[src/rtl/i2c_mrx_pkg.sv]
package i2c_mrx_pkg;
  typedef enum logic [1:0] {CMD_START, CMD_STOP, CMD_BIT} cmd_e;
  typedef enum logic [2:0] {
    ST_IDLE, ST_WAIT_FREE, ST_START, ST_ADDR, ST_RX, ST_STOP, ST_HOLD, ST_DISP
  } state_e;
  localparam logic [7:0] SC_START    = 8'h08;
  localparam logic [7:0] SC_RSTART   = 8'h10;
  localparam logic [7:0] SC_ARB      = 8'h38;
  localparam logic [7:0] SC_SLA_ACK  = 8'h40;
  localparam logic [7:0] SC_SLA_NACK = 8'h48;
  localparam logic [7:0] SC_RX_ACK   = 8'h50;
  localparam logic [7:0] SC_RX_NACK  = 8'h58;
  localparam logic [7:0] SC_IDLE     = 8'hF8;
endpackage

[src/rtl/i2c_mrx_tick.sv]
module i2c_mrx_tick #(
  parameter int unsigned DIV = 4
) (
  input  logic clk_i,
  input  logic rst_ni,
  output logic tick_o
);
  localparam int unsigned CW = (DIV > 2) ? $clog2(DIV) : 1;
  localparam logic [CW-1:0] LAST = CW'(DIV - 1);

  logic [CW-1:0] cnt_q;

  always_ff @(posedge clk_i or negedge rst_ni) begin
    if (!rst_ni)            cnt_q <= '0;
    else if (cnt_q == LAST) cnt_q <= '0;
    else                    cnt_q <= cnt_q + 1'b1;
  end

  assign tick_o = (cnt_q == LAST);
endmodule

[src/rtl/i2c_mrx_bitctl.sv]
module i2c_mrx_bitctl
  import i2c_mrx_pkg::*;
(
  input  logic clk_i,
  input  logic rst_ni,
  input  logic tick_i,
  input  logic cmd_valid_i,
  input  cmd_e cmd_i,
  input  logic bit_i,
  input  logic chk_i,
  input  logic sda_i,
  output logic busy_o,
  output logic done_o,
  output logic rx_o,
  output logic arb_o,
  output logic scl_oe_o,
  output logic sda_oe_o
);
  logic       run_q, bit_q, chk_q, scl_oe_q, sda_oe_q, rx_q, done_q, arb_q;
  logic [1:0] ph_q;
  cmd_e       cmd_q;

  // four phases per command, one per tick: set SDA, raise SCL, act at SCL high, lower SCL
  always_ff @(posedge clk_i or negedge rst_ni) begin
    if (!rst_ni) begin
      run_q <= 1'b0; ph_q <= '0; cmd_q <= CMD_BIT; bit_q <= 1'b1; chk_q <= 1'b0;
      scl_oe_q <= 1'b0; sda_oe_q <= 1'b0; rx_q <= 1'b1; done_q <= 1'b0; arb_q <= 1'b0;
    end else begin
      done_q <= 1'b0;
      arb_q  <= 1'b0;
      if (!run_q) begin
        if (cmd_valid_i) begin
          run_q <= 1'b1; ph_q <= '0; cmd_q <= cmd_i; bit_q <= bit_i; chk_q <= chk_i;
        end
      end else if (tick_i) begin
        ph_q <= ph_q + 2'd1;
        case (ph_q)
          2'd0: begin
            case (cmd_q)
              CMD_START: sda_oe_q <= 1'b0;
              CMD_STOP:  sda_oe_q <= 1'b1;
              default:   sda_oe_q <= ~bit_q;
            endcase
          end
          2'd1: scl_oe_q <= 1'b0;
          2'd2: begin
            case (cmd_q)
              CMD_START: sda_oe_q <= 1'b1;
              CMD_STOP:  sda_oe_q <= 1'b0;
              default: begin
                rx_q <= sda_i;
                if (chk_q && bit_q && !sda_i) begin
                  arb_q    <= 1'b1;
                  done_q   <= 1'b1;
                  run_q    <= 1'b0;
                  sda_oe_q <= 1'b0;
                end
              end
            endcase
          end
          default: begin
            if (cmd_q != CMD_STOP) scl_oe_q <= 1'b1;
            done_q <= 1'b1;
            run_q  <= 1'b0;
          end
        endcase
      end
    end
  end

  assign busy_o   = run_q;
  assign done_o   = done_q;
  assign rx_o     = rx_q;
  assign arb_o    = arb_q;
  assign scl_oe_o = scl_oe_q;
  assign sda_oe_o = sda_oe_q;
endmodule

[src/rtl/i2c_mrx_ctrl.sv]
module i2c_mrx_ctrl
  import i2c_mrx_pkg::*;
#(
  parameter int unsigned CLK_DIV = 4
) (
  input  logic       clk_i,
  input  logic       rst_ni,
  input  logic       ctrl_we_i,
  input  logic       ctrl_start_i,
  input  logic       ctrl_stop_i,
  input  logic       ctrl_ack_i,
  input  logic       ctrl_clr_i,
  input  logic       data_we_i,
  input  logic [7:0] data_i,
  output logic [7:0] data_o,
  output logic [7:0] status_o,
  output logic       irq_o,
  output logic       start_o,
  output logic       stop_o,
  output logic       ack_o,
  input  logic       scl_i,
  input  logic       sda_i,
  output logic       scl_oe_o,
  output logic       sda_oe_o
);
  localparam int unsigned BITS = 8;
  localparam logic [3:0]  LAST_BIT = 4'(BITS);

  state_e     state_q;
  logic       sta_q, sto_q, ea_q, irq_q, pend_q, owned_q, bb_q, scl_d, sda_d;
  logic [7:0] status_q, dr_q, sh_q;
  logic [3:0] cnt_q;

  logic tick, eng_busy, eng_done, eng_rx, eng_arb;
  logic cmd_valid, bit_v, chk_v, active;
  cmd_e cmd;

  i2c_mrx_tick #(.DIV(CLK_DIV)) u_tick (.clk_i(clk_i), .rst_ni(rst_ni), .tick_o(tick));

  i2c_mrx_bitctl u_bit (
    .clk_i(clk_i), .rst_ni(rst_ni), .tick_i(tick),
    .cmd_valid_i(cmd_valid), .cmd_i(cmd), .bit_i(bit_v), .chk_i(chk_v),
    .sda_i(sda_i), .busy_o(eng_busy), .done_o(eng_done), .rx_o(eng_rx),
    .arb_o(eng_arb), .scl_oe_o(scl_oe_o), .sda_oe_o(sda_oe_o)
  );

  always_comb begin
    active    = (state_q == ST_START) || (state_q == ST_ADDR) ||
                (state_q == ST_RX)    || (state_q == ST_STOP);
    cmd_valid = active && !pend_q;
    cmd       = CMD_BIT;
    bit_v     = 1'b1;
    chk_v     = 1'b0;
    case (state_q)
      ST_START: cmd = CMD_START;
      ST_STOP:  cmd = CMD_STOP;
      ST_ADDR: begin
        bit_v = (cnt_q < LAST_BIT) ? sh_q[7] : 1'b1;
        chk_v = (cnt_q < LAST_BIT);
      end
      ST_RX: begin
        bit_v = (cnt_q < LAST_BIT) ? 1'b1 : ~ea_q;
        chk_v = (cnt_q == LAST_BIT);
      end
      default: ;
    endcase
  end

  // bus-free tracking from START/STOP seen on the lines
  always_ff @(posedge clk_i or negedge rst_ni) begin
    if (!rst_ni) begin
      scl_d <= 1'b1; sda_d <= 1'b1; bb_q <= 1'b0;
    end else begin
      scl_d <= scl_i;
      sda_d <= sda_i;
      if (scl_i && scl_d && sda_d && !sda_i)      bb_q <= 1'b1;
      else if (scl_i && scl_d && !sda_d && sda_i) bb_q <= 1'b0;
    end
  end

  always_ff @(posedge clk_i or negedge rst_ni) begin
    if (!rst_ni) begin
      state_q <= ST_IDLE; sta_q <= 1'b0; sto_q <= 1'b0; ea_q <= 1'b0;
      irq_q <= 1'b0; pend_q <= 1'b0; owned_q <= 1'b0;
      status_q <= SC_IDLE; dr_q <= '0; sh_q <= '0; cnt_q <= '0;
    end else begin
      if (ctrl_we_i) begin
        sta_q <= ctrl_start_i; sto_q <= ctrl_stop_i; ea_q <= ctrl_ack_i;
      end
      if (data_we_i) dr_q <= data_i;
      if (cmd_valid && !eng_busy) pend_q <= 1'b1;
      if (eng_done)               pend_q <= 1'b0;

      case (state_q)
        ST_IDLE:      if (sta_q) state_q <= ST_WAIT_FREE;
        ST_WAIT_FREE: if (!bb_q) state_q <= ST_START;
        ST_START: if (eng_done) begin
          status_q <= owned_q ? SC_RSTART : SC_START;
          owned_q  <= 1'b1;
          irq_q    <= 1'b1;
          state_q  <= ST_HOLD;
        end
        ST_ADDR, ST_RX: if (eng_done) begin
          if (eng_arb) begin
            status_q <= SC_ARB; owned_q <= 1'b0; irq_q <= 1'b1;
            cnt_q <= '0; state_q <= ST_HOLD;
          end else if (cnt_q < LAST_BIT) begin
            sh_q  <= {sh_q[6:0], eng_rx};
            cnt_q <= cnt_q + 4'd1;
            if (state_q == ST_RX && cnt_q == LAST_BIT - 4'd1) dr_q <= {sh_q[6:0], eng_rx};
          end else begin
            // the ack bit value on the line selects the code
            if (state_q == ST_ADDR) status_q <= eng_rx ? SC_SLA_NACK : SC_SLA_ACK;
            else                    status_q <= eng_rx ? SC_RX_NACK : SC_RX_ACK;
            irq_q <= 1'b1; cnt_q <= '0; state_q <= ST_HOLD;
          end
        end
        ST_STOP: if (eng_done) begin
          sto_q    <= 1'b0;
          owned_q  <= 1'b0;
          status_q <= SC_IDLE;
          state_q  <= sta_q ? ST_WAIT_FREE : ST_IDLE;
        end
        ST_HOLD: if (ctrl_we_i && ctrl_clr_i) begin
          irq_q   <= 1'b0;
          state_q <= ST_DISP;
        end
        ST_DISP: begin
          case (status_q)
            SC_START, SC_RSTART: begin sh_q <= dr_q; cnt_q <= '0; state_q <= ST_ADDR; end
            SC_SLA_ACK, SC_RX_ACK: begin cnt_q <= '0; state_q <= ST_RX; end
            SC_SLA_NACK, SC_RX_NACK: state_q <= (sta_q && !sto_q) ? ST_START : ST_STOP;
            SC_ARB: begin
              status_q <= SC_IDLE;
              state_q  <= sta_q ? ST_WAIT_FREE : ST_IDLE;
            end
            default: state_q <= ST_IDLE;
          endcase
        end
        default: state_q <= ST_IDLE;
      endcase
    end
  end

  assign data_o   = dr_q;
  assign status_o = status_q;
  assign irq_o    = irq_q;
  assign start_o  = sta_q;
  assign stop_o   = sto_q;
  assign ack_o    = ea_q;
endmodule

[config.mk]
export PLATFORM = sky130hd
export DESIGN_NAME = i2c_mrx_ctrl
export DESIGN_NICKNAME = d
export VERILOG_FILES = /design/src/rtl/i2c_mrx_pkg.sv /design/src/rtl/i2c_mrx_tick.sv /design/src/rtl/i2c_mrx_bitctl.sv /design/src/rtl/i2c_mrx_ctrl.sv
export SDC_FILE = /design/constraint.sdc
export NUM_CORES = 1
export LEC_CHECK = 0
export BUFFER_PORTS_ARGS = -buffer_cell sky130_fd_sc_hd__buf_2
export CELL_PAD_IN_SITES_DETAIL_PLACEMENT = 1
export CELL_PAD_IN_SITES_GLOBAL_PLACEMENT = 1
export CORE_ASPECT_RATIO = 1.75
export CORE_UTILIZATION = 48
export CTS_CLUSTER_SIZE = 12
export DETAILED_ROUTE_END_ITERATION = 16
export GPL_TIMING_DRIVEN = 1
export HOLD_SLACK_MARGIN = 0.02
export PLACE_DENSITY = 0.86
export SLEW_MARGIN = 20
export SYNTH_ARGS = -nofsm -noshare
export SYNTH_HDL_FRONTEND = slang
export SYNTH_HIERARCHICAL = 1
export SYNTH_SLANG_ARGS = --single-unit
export TNS_END_PERCENT = 100
[constraint.sdc]
create_clock -name clk_i -period 3.75 [get_ports clk_i]
set_input_delay 0 -clock clk_i [delete_from_list [all_inputs] [get_ports clk_i]]
set_output_delay 0 -clock clk_i [all_outputs]
set_load 0.01 [all_outputs]
; ---- Yosys cells after proc, flatten, opt, wreduce, memory -nomap -nowiden
; Cells that the tools add are included.
; Widths: inputs -> output; s select.
[word_totals]
romBits = 0
inputBits = 18
elab_cells = 206
output_inout_bits = 22
mem_count = 0
latchBits = 0
mem_bits_rw = 0
regBits = 54
[op_classes]
n_eq_ne = 36
n_bitwise = 5
n_mux = 85
div_mod_pow = 0
reduce_logical = 51
n_mul = 0
n_shift = 0
n_addsub = 3
magnitude_cmp = 1
[op_table]
columns = operator, count
row1 = $mux 8, 16
row2 = $eq 8x7->1 const B, 4
row3 = $mux 1, 32
row4 = $pmux 8 s4, 1
row5 = $mux 3, 9
row6 = $mux 4, 6
row7 = $pmux 3 s7, 1
row8 = $ne 2x2->1 const B, 9
row9 = $pmux 1 s2, 8
row10 = $pmux 8 s2, 1
row11 = $reduce_and 5->1, 3
row12 = $reduce_or 2->1, 7
row13 = $eq 3x3->1 const B, 4
row14 = $logic_and 1x1->1, 12
row15 = $pmux 3 s4, 1
row16 = $reduce_and 4->1, 3
row17 = $reduce_bool 2->1, 6
row18 = $mux 5, 2
row19 = $ne 2x1->1 const B, 5
row20 = $eq 8x4->1 const B, 1
row21 = $eq 8x5->1 const B, 1
row22 = $eq 8x6->1 const B, 1
row23 = $mux 2, 4
row24 = $pmux 4 s2, 1
row25 = other kinds (25), 43

; ---- Logic depth before layout (Yosys ltp)
; Gate-level depths: netlist (run 1).
[depth]
word_depth = 8
ltp_mapped = 7
depth_no_buf = 5

; ---- Modules after synthesis
; The synthesis (run 1) kept the hierarchy.
[by_module_without_submodules]
columns = mod, cells_each, area_each_um2, seq_area_each_um2, instances
row1 = i2c_mrx_ctrl, 215, 2170.8, 934.6, 1
row2 = i2c_mrx_bitctl, 54, 640.6, 304.0, 1
row3 = i2c_mrx_tick, 4, 66.3, 50.0, 1

; ---- Worst setup path after synthesis (run 1)
; OpenSTA, ideal clock, no wires.
[synth_path]
kind = reg2reg
start = reg status_q[6], in the netlist status_o[6]
end = reg cnt_q[2] (netlist name)
setup_time_ps = 124
path_stages_with_launch = 5
required_ps = 3626
path_buffers = 0
period_less_slack_ps = 1902
arrival_time_ps = 1778
path_slack_ps = 1848
path_cell_list = dfstp_2 -> or3b_1 -> or3_2 -> o211a_1 -> a211o_1
[synth_rtl]
columns = item, line_no
row1 = "start, declared", i2c_mrx_ctrl.sv:31  ; logic [7:0] status_q, dr_q, sh_q;
row2 = "start signal, assigned", i2c_mrx_ctrl.sv:98  ; status_q <= owned_q ? SC_RSTART : SC_START;
row3 = "start signal, assigned", i2c_mrx_ctrl.sv:113  ; if (state_q == ST_ADDR) status_q <= eng_rx ? SC_SLA_NACK : SC_SLA_ACK;
row4 = "start signal, assigned", i2c_mrx_ctrl.sv:114  ; else status_q <= eng_rx ? SC_RX_NACK : SC_RX_ACK;

; ---- Worst setup path after layout (run 1)
[layout_path]
start = reg state_q[2]
end = reg u_bit.cmd_q[0]
[layout_between]
elab_chain_len = 6
elab_cells_between_ends = 10
cone_classes = eq/ne: 4 / mux: 1 / reduce/logical: 5
[layout_rtl]
columns = item, line_no
row1 = "start, declared", i2c_mrx_ctrl.sv:29  ; state_e state_q;
row2 = "start signal, assigned", i2c_mrx_ctrl.sv:122  ; state_q <= sta_q ? ST_WAIT_FREE : ST_IDLE;
row3 = "start signal, assigned", i2c_mrx_ctrl.sv:132  ; SC_SLA_NACK, SC_RX_NACK: state_q <= (sta_q && !sto_q) ? ST_START : ST_STOP;
row4 = "start signal, assigned", i2c_mrx_ctrl.sv:135  ; state_q <= sta_q ? ST_WAIT_FREE : ST_IDLE;
row5 = $eq 3x2->1, i2c_mrx_ctrl.sv:48  ; active = (state_q == ST_START) || (state_q == ST_ADDR) ||
row6 = $logic_or 1x1->1 (2 in series), i2c_mrx_ctrl.sv:48
row7 = $logic_or 1x1->1 *, i2c_mrx_ctrl.sv:49  ; (state_q == ST_RX) || (state_q == ST_STOP);
row8 = $logic_and 1x1->1 *, i2c_mrx_ctrl.sv:50  ; cmd_valid = active && !pend_q;
row9 = net cmd_valid, i2c_mrx_ctrl.sv:35  ; logic cmd_valid, bit_v, chk_v, active;
row10 = $reduce_and 2->1 (no source line) *, n/a
row11 = "end signal, assigned", i2c_mrx_bitctl.sv:26  ; run_q <= 1'b0; ph_q <= '0; cmd_q <= CMD_BIT; bit_q <= 1'b1; chk_q <= 1'b0;
row12 = "end signal, assigned", i2c_mrx_bitctl.sv:33  ; run_q <= 1'b1; ph_q <= '0; cmd_q <= cmd_i; bit_q <= bit_i; chk_q <= chk_i;
row13 = "end, declared", i2c_mrx_bitctl.sv:21  ; cmd_e cmd_q;
; The timed path passes the listed nets; every way through them passes the cells marked *.
; A chain may end at the register's enable or synchronous reset.

==> key figures, run 1 <==
Clock network
  – Clock buffer depth: 2
  – Clock transition at path regs: ~0.10 ns
  – Post-CTS Setup Inserts: 0
  – TritonCTS Buffers: 5
  – Worst-Skew Late Latency: 0.32 ns
  – H-tree depth: 2
  – TritonCTS Sinks: between 50 and 60
  – Root Driver: clkbuf_8
  – CTS tree: yes

Synthesis
  – Synthesized area per cell: roughly 11 sq um
  – Asr flop ratio synth: between 90% and 100%
  – Count of cell types in the netlist: 64
  – Post-synthesis sequential area ratio: 44.8%
  – Post-synth EDFFs: 0
  – Synth Flop Type: dfrtp_1
  – Cells after Synth: 273
  – Synthesized area: approximately 0.0029 sq mm
  – Number of synthesis warnings: 6
  – Post-synthesis sequential element count: 51

Timing
  – Slew Limit Fails: 0
  – Max Fclk: between 0.4 and 0.5 GHz
  – RSZ-0062 raised after global routing: false
  – Measured slew at the worst slew-check pin: a little under 0.7 ns
  – Clock skew: about 0.009 ns
  – Final hold slack: ~0.038 ns
  – Max_slew headroom: a little over half
  – Crit path time final: roughly 2.3 ns
  – Final period utilization: 60.3%
  – Final setup viols: 0
  – Post-route setup TNS: 0 ns
  – Hold Vio Cnt, Final: 0

GRT
  – Initial antenna violation count: 0
  – Total GRT Usage: 25.9%
  – First-pass GRT wire length: 12.1 mm
  – GR peak layer: met2
  – Number of global-route vias before repair: 2463
  – Routing usage on met2: ~45%
  – Grt met1 use: 29.0%
  – Largest net degree at the start of global routing: 52
  – Routing usage on met3: roughly 4%
  – Congestion Overflow GR: 0

Floorplan
  – Die height: 104 microns
  – CORE AREA: a little under 0.006 sq mm
  – Die area: approximately 0.0063 sq mm
  – Die X: a little over 60 microns
  – I/O pins: 40
  – Row Count: 37
  – Starting density of the core: roughly half

Job
  – Max cap viols: 0

Worst setup path
  – CP Data Arrival Time: roughly 2.5 ns
  – Worst setup path class: flip-flop to flip-flop
  – CP required: between 3 and 4 ns
  – Worst Setup Start Kind: flip-flop
  – Slack of the worst reg-to-reg path: 1.49 ns
  – Crit path capture type: flip-flop
  – Max FO, Critical Path: 24

Placed design
  – Post-DP HPWL: about 5.2 mm
  – Routability cong.: about 0.89
  – Area post-placement: a little over 0.003 sq mm
  – IO Port Bufs: 36

Pwr
  – Worst VDD drop: between 300 and 400 uV
  – Power per cell area: between 600 and 700 mW/mm^2
  – P_leak: approximately 1.5 nW
  – Pwr Total: roughly 2.2 mW

Cells and area
  – # diodes: 0
  – Area Overhead vs Synth: 15.0%
  – Nets: between 300 and 400
  – Cell area after layout: about 0.0033 sq mm
  – Share of cells above drive strength 1: just under 30%

Route
  – DRT Wirelength: between 7 and 8 mm
  – First-pass detailed-route iteration total: 4
  – Routed Antenna Nets: 0
  – Post-DR wirelength/cell: 18.6 microns
  – Remaining DRCs: 0
  – Vias per cell: ~5.9
  – Initial DRC count: 92
  – Vias: around 2300

Hold path
  – Tightest Hold Check Type: primary input to flip-flop

Outcome
  – Outcome: finished clean
-- layer usage --
metal | vias up | routed length, microns
met1 | 1180 | 2800
li1 | 1078 | -
met2 | 46 | 4070
met4 | 0 | 285
met5 | - | 0
met3 | 17 | 192
-- state kept, by name (all words and copies together), names as in the netlist, 2 cells and up --
register,cells
data_o,8
u_bit/cmd_q,2
sh_q,8
u_tick/cnt_q,2
status_o,5
cnt_q,4
state_q,3
u_bit/ph_q,2
-- synthesized netlist by cell type (4+ instances only) --
| master | number | area, sq um |
|---|---|---|
| inv_1 | 15 | 56.3 |
| clkbuf_1 | 7 | 26.3 |
| buf_4 | 4 | 30.0 |
| mux2_2 | 26 | 293 |
| o31ai_1 | 5 | 37.5 |
| o22ai_1 | 6 | 37.5 |
| nand2_1 | 17 | 63.8 |
| buf_2 | 4 | 20.0 |
| a32oi_1 | 4 | 35.0 |
| nand3_1 | 4 | 20.0 |
| ha_1 | 7 | 87.6 |
| nor2_1 | 16 | 60.1 |
| o21ai_0 | 19 | 95.1 |
| mux2i_1 | 11 | 110 |
| dfrtp_1 | 41 | 1030 |
| dfstp_2 | 10 | 263 |
| nand2b_1 | 4 | 25.0 |
| a21oi_1 | 7 | 35.0 |
-- per-stage QoR --
stage                     cells  utilization [%]  setup slack [ns]
after CTS                   395             56.7              1.55
after global placement      374             53.0              1.59
after global routing        395             56.7              1.40
final                       395             56.7              1.49
after floorplan             275                -              1.85
after detailed placement    374             53.0              1.57
-- worst max-delay path, cell delays in order, from the launching register on --
cell and delay (ns):
dfrtp_1 0.80, nand2b_1 0.29, a21oi_1 0.37, nor2b_2 0.33, mux2_2 0.37
-- final cells by class --
type                    count  area, sq um
fillers                   675         2520
inverters                  15         56.3
clock buffers               6         72.6
multi-input cells         192         1460
well taps                  78         97.6
clock inverters             2         12.5
flip-flops and latches     51         1290
repair buffers             51          325
-- kinds of logic (layout without fill, tap and decap cells) --
kind of cell               count (synthesis)  in the layout  share of synthesized area, %
and+or+nand+nor                           71             71                          14.2
AOI/OAI and AO/OA                         69             69                          17.4
DFF                                       51             51                          44.8
muxes                                     38             38                          14.4
buffers and inverters                     32             74                          4.87
adders and majority gates                  7              7                          3.04
xor gates and xnor gates                   4              4                          1.22
other                                      1              3                         0.130
-- layout by cell type, fill, tap and decap left out, types with 3 or more instances in the layout --
cell	instances
buf_2	36
o2bb2ai_1	3
a21o_1	3
o22ai_1	6
nand3_1	4
inv_1	15
xnor2_1	3
nand2b_1	4
a32oi_1	4
dfrtp_1	41
dlygate4sd3_1	13
o31ai_1	5
mux2i_1	11
nor2_1	16
ha_1	7
nand2_1	17
a21oi_1	7
a22oi_1	3
dfstp_2	10
conb_1	3
clkbuf_8	5
o32a_1	3
a31oi_1	3
o21ai_0	19
mux2_2	26
-- power breakdown --
group | switching [mW] | internal [mW]
clock | 0.194 | 0.131
sequential | 0.237 | 0.721
combinational | 0.464 | 0.434
-- path summary, 6_finish.rpt --
check,startpoint,to,cells past startpoint
worst min register to register,u_tick/cnt_q[0]$_DFF_PN0_,u_tick/cnt_q[0]$_DFF_PN0_,1
worst max-delay path,state_q[2]$_DFFE_PN0P_,u_bit/cmd_q[0]$_DFFE_PN0P_,4
min in group asynchronous,rst_ni,start_o$_DFFE_PN0P_,3
max in group asynchronous,rst_ni,u_bit/ph_q[0]$_DFFE_PN0P_,3
worst min-delay path,data_i[3],data_o[3]$_DFF_PN0_,3
worst max register to register,state_q[2]$_DFFE_PN0P_,u_bit/cmd_q[0]$_DFFE_PN0P_,4
-- repair_timing --
action                     in CTS  in global routing
resized for setup               0                  0
hold endpoints to repair       53                  0
hold buffers                   13                  0
setup endpoints to repair       0                  0
No activity file was read; power rests on OpenSTA's default activity.
==> run 2: changes to the inputs <==
ABC_AREA = 1   (was unset)
CORE_UTILIZATION = 42   (was 48)
PLACE_DENSITY = 0.81   (was 0.86)
clock period = 2.1 ns   (was 3.75 ns; I/O delays follow)
==> run 2 against run 1 <==
Effect of this change:
- fmax up 24%
- design area grew 3.3%
- critical path depth is 2 higher
- highest routed layer unchanged
==> key figures, run 2 <==
Outcome
  – Outcome: finished clean

Timing
  – Final setup viols: 0 (unchanged)
  – Post-route setup TNS: 0 ns (unchanged)
  – RSZ-0062 raised after global routing: false
  – Slew Limit Fails: 0 (unchanged)
  – Hold Vio Cnt, Final: 0 (unchanged)
  – Crit path time final: 1.83 ns (-0.435 ns)
  – Max Fclk: 0.548 GHz (+24%)
  – Final period utilization: 86.9% (+27 points)
  – Max_slew headroom: 63.1% (+8.7 points)
  – Clock skew: 0.00306 ns (-0.00605 ns)
  – Measured slew at the worst slew-check pin: 0.554 ns (-0.130 ns)
  – PnR worst setup slack: 0.274 ns (-1.22 ns)

Placed design
  – Post-DP HPWL: 5.66 mm (+7.9%)
  – Pre-CTS setup slack: 0.345 ns (-1.22 ns)
  – Routability cong.: 0.895 (+0.91%)
  – IO Port Bufs: 36 (unchanged)

Route
  – Routed Antenna Nets: 0 (unchanged)
  – Vias: 2535 (+9.2%)
  – Post-DR wirelength/cell: 14.7 microns (-21%)
  – Vias per cell: 5.07 (-14%)
  – Remaining DRCs: 0 (unchanged)
  – Initial DRC count: 116 (+26%)
  – First-pass detailed-route iteration total: 4 (unchanged)
  – DRT Wirelength: 7.35 mm (about the same)

Cells and area
  – Most common cell after layout, fill and taps aside: nand2_1
  – Share of cells above drive strength 1: 24.6% (-5.0 points)
  – Nets: 442 (+30%)
  – Most frequent cells in the layout: nand2_1, inv_1, dfrtp_1, nor2_1, buf_2
  – Area Overhead vs Synth: 16.9%
  – Fin util: 51.5% (-5.2 points)
  – # diodes: 0 (unchanged)

Worst setup path
  – Max FO, Critical Path: 16 (-33%)
  – Worst r2r path cells: 6 (+2)
  – Worst path cell trace: nor2_2 -> nand2_2 -> nand2_4 -> nand3_2 -> nor2_1 -> a21oi_2
  – Reg2Reg Capture Point: data_o[1]$_DFF_PN0_
  – Worst Setup Start Kind: flip-flop
  – Worst path max stage delay: 0.47 ns (-0.33 ns)
  – Reg2reg start: state_q[2]$_DFFE_PN0P_
  – CP max-delay cell: dfrtp_1
  – Crit path capture type: flip-flop
  – CP Data Arrival Time: 1.99 ns (-0.48 ns)
  – CP required: 2.26 ns (-1.70 ns)
  – Worst setup path class: flip-flop to flip-flop
  – Crit path max-delay family: simple AND/OR/NAND/NOR gates
  – Slack of the worst reg-to-reg path: 0.27 ns (-1.22 ns)
  – CP bufs+invs: 0 (unchanged)

Clock network
  – Clock transition at path regs: 0.06 ns (-0.04 ns)
  – H-tree depth: 2 (unchanged)
  – Worst-Skew Late Latency: 0.29 ns (-0.03 ns)
  – Root Driver: clkbuf_16
  – TritonCTS Buffers: 5 (unchanged)
  – Clock buffer depth: 2 (unchanged)
  – TritonCTS Sinks: 51 (unchanged)
  – CTS tree: yes
  – Post-CTS Setup Inserts: 0 (unchanged)
  – Hold-fix buffers at CTS: 9 (-4)
  – Post-cts resize count: 0 (unchanged)

Floorplan
  – CORE AREA: 0.00664 sq mm (+14%)
  – Die area: 0.00731 sq mm (+16%)
  – Starting density of the core: 44.0% (-5.3 points)
  – Row Count: 39 (+5.4%)
  – I/O pins: 40 (unchanged)
  – Die height: 112 microns (+7.6%)
  – Die X: 65.1 microns (+7.5%)

Synthesis
  – Count of cell types in the netlist: 36 (-44%)
  – Post-synthesis sequential element count: 51 (unchanged)
  – Synth Flop Type: dfrtp_1
  – Yosys top cell by area: dfrtp_1
  – Asr flop ratio synth: 100% (unchanged)
  – Synthesized area per cell: 7.92 sq um (-25%)
  – Post-synth EDFFs: 0 (unchanged)
  – Largest cells by area after synthesis: dfrtp_1, nand2_1, dfstp_2
  – Number of synthesis warnings: 6 (unchanged)
  – Share of the synthesized area in the top cell type: 35.1% (-0.55 points)
  – Most common cell in the netlist: nand2_1
  – Cells after Synth: 369 (+35%)
  – Most frequent cells after synthesis: nand2_1, inv_1, dfrtp_1
  – Synthesized area: 0.00292 sq mm (+1.6%)
  – Post-synthesis sequential area ratio: 44.1% (-0.69 points)

GRT
  – Largest net degree at the start of global routing: 23 (-56%)
  – Congestion Overflow GR: 0 (unchanged)
  – Initial antenna violation count: 0 (unchanged)
  – First-pass GRT wire length: 12.2 mm (+1.3%)
  – Total GRT Usage: 22.0% (-3.9 points)
  – Number of global-route vias before repair: 2718 (+10%)

Hold path
  – Worst Hold Launch: data_i[3]
  – Hold Path Depth: 3 (unchanged)
  – Tightest Hold Check Type: primary input to flip-flop
  – Hold Path Sink: data_o[3]$_DFF_PN0_

Pwr
  – P_leak: 1.72 nW (+18%)
  – Worst VDD drop: 683 uV (+120%)
  – Power per cell area: 1330 mW/mm^2 (+100%)

Job
  – Max cap viols: 0 (unchanged)
## run 2: area by class of cell
cell class,count,area (sq um)
timing repair buffer,48,293
inverter,51,193
fill,856,3220
clock buffer,8,156
multi-input combinational,260,1380
sequential,51,1290
tap,82,103
## run 2: kinds of logic after synthesis
logic type	synth area share, %
AND/OR/NAND/NOR	27.4
adder cells (fa/ha/maj)	3.00
flip-flops	44.1
multiplexers	0.770
AO/OA/AOI/OAI	15.8
other	0.128
buffers and inverters	8.82
## run 2: per-stage QoR
stage	hold WS [ns]	std cells	power [mW]	cell area, sq um
final	0.0198	500	4.55	3420
after global routing	0.0312	500	4.94	3420
after global placement	0.0128	483	3.61	3170
after floorplan	-0.296	371	3.16	2930
after CTS	0.0214	500	4.60	3420
after detailed placement	0.0169	483	3.71	3170
## run 2: metal layers
metal | global-route usage (%) | wire length, microns
met5 | 0 | 0
met1 | 21.9 | 2760
met4 | 10.6 | 284
met3 | 3.05 | 147
met2 | 42.7 | 4150
## run 2: worst max path at each step
stage / to / start / cells past startpoint / slack (ns)
global route: data_o[0]$_DFF_PN0_ / state_q[2]$_DFFE_PN0P_ / 6 / 0.12
global placement: data_o[0]$_DFF_PN0_ / state_q[0]$_DFFE_PN0P_ / 6 / 0.42
CTS: data_o[1]$_DFF_PN0_ / state_q[2]$_DFFE_PN0P_ / 6 / 0.26
floorplan: u_bit/chk_q$_DFFE_PN0P_ / state_q[2]$_DFFE_PN0P_ / 5 / 0.69
detailed placement: data_o[7]$_DFF_PN0_ / state_q[2]$_DFFE_PN0P_ / 6 / 0.34
finish: data_o[1]$_DFF_PN0_ / state_q[2]$_DFFE_PN0P_ / 6 / 0.27
## run 2: power by group
part | internal [mW] | switching, mW | total [mW]
registers | 1.32 | 0.270 | 1.59
logic | 0.709 | 1.40 | 2.11
clock network | 0.508 | 0.342 | 0.850
total | 2.54 | 2.01 | 4.55
## run 2: worst reg2reg max path: stages (launching register included)
cell and delay [ns]:
dfrtp_1 0.47, nor2_2 0.24, nand2_2 0.14, nand2_4 0.15, nand3_2 0.38, nor2_1 0.28, a21oi_2 0.04
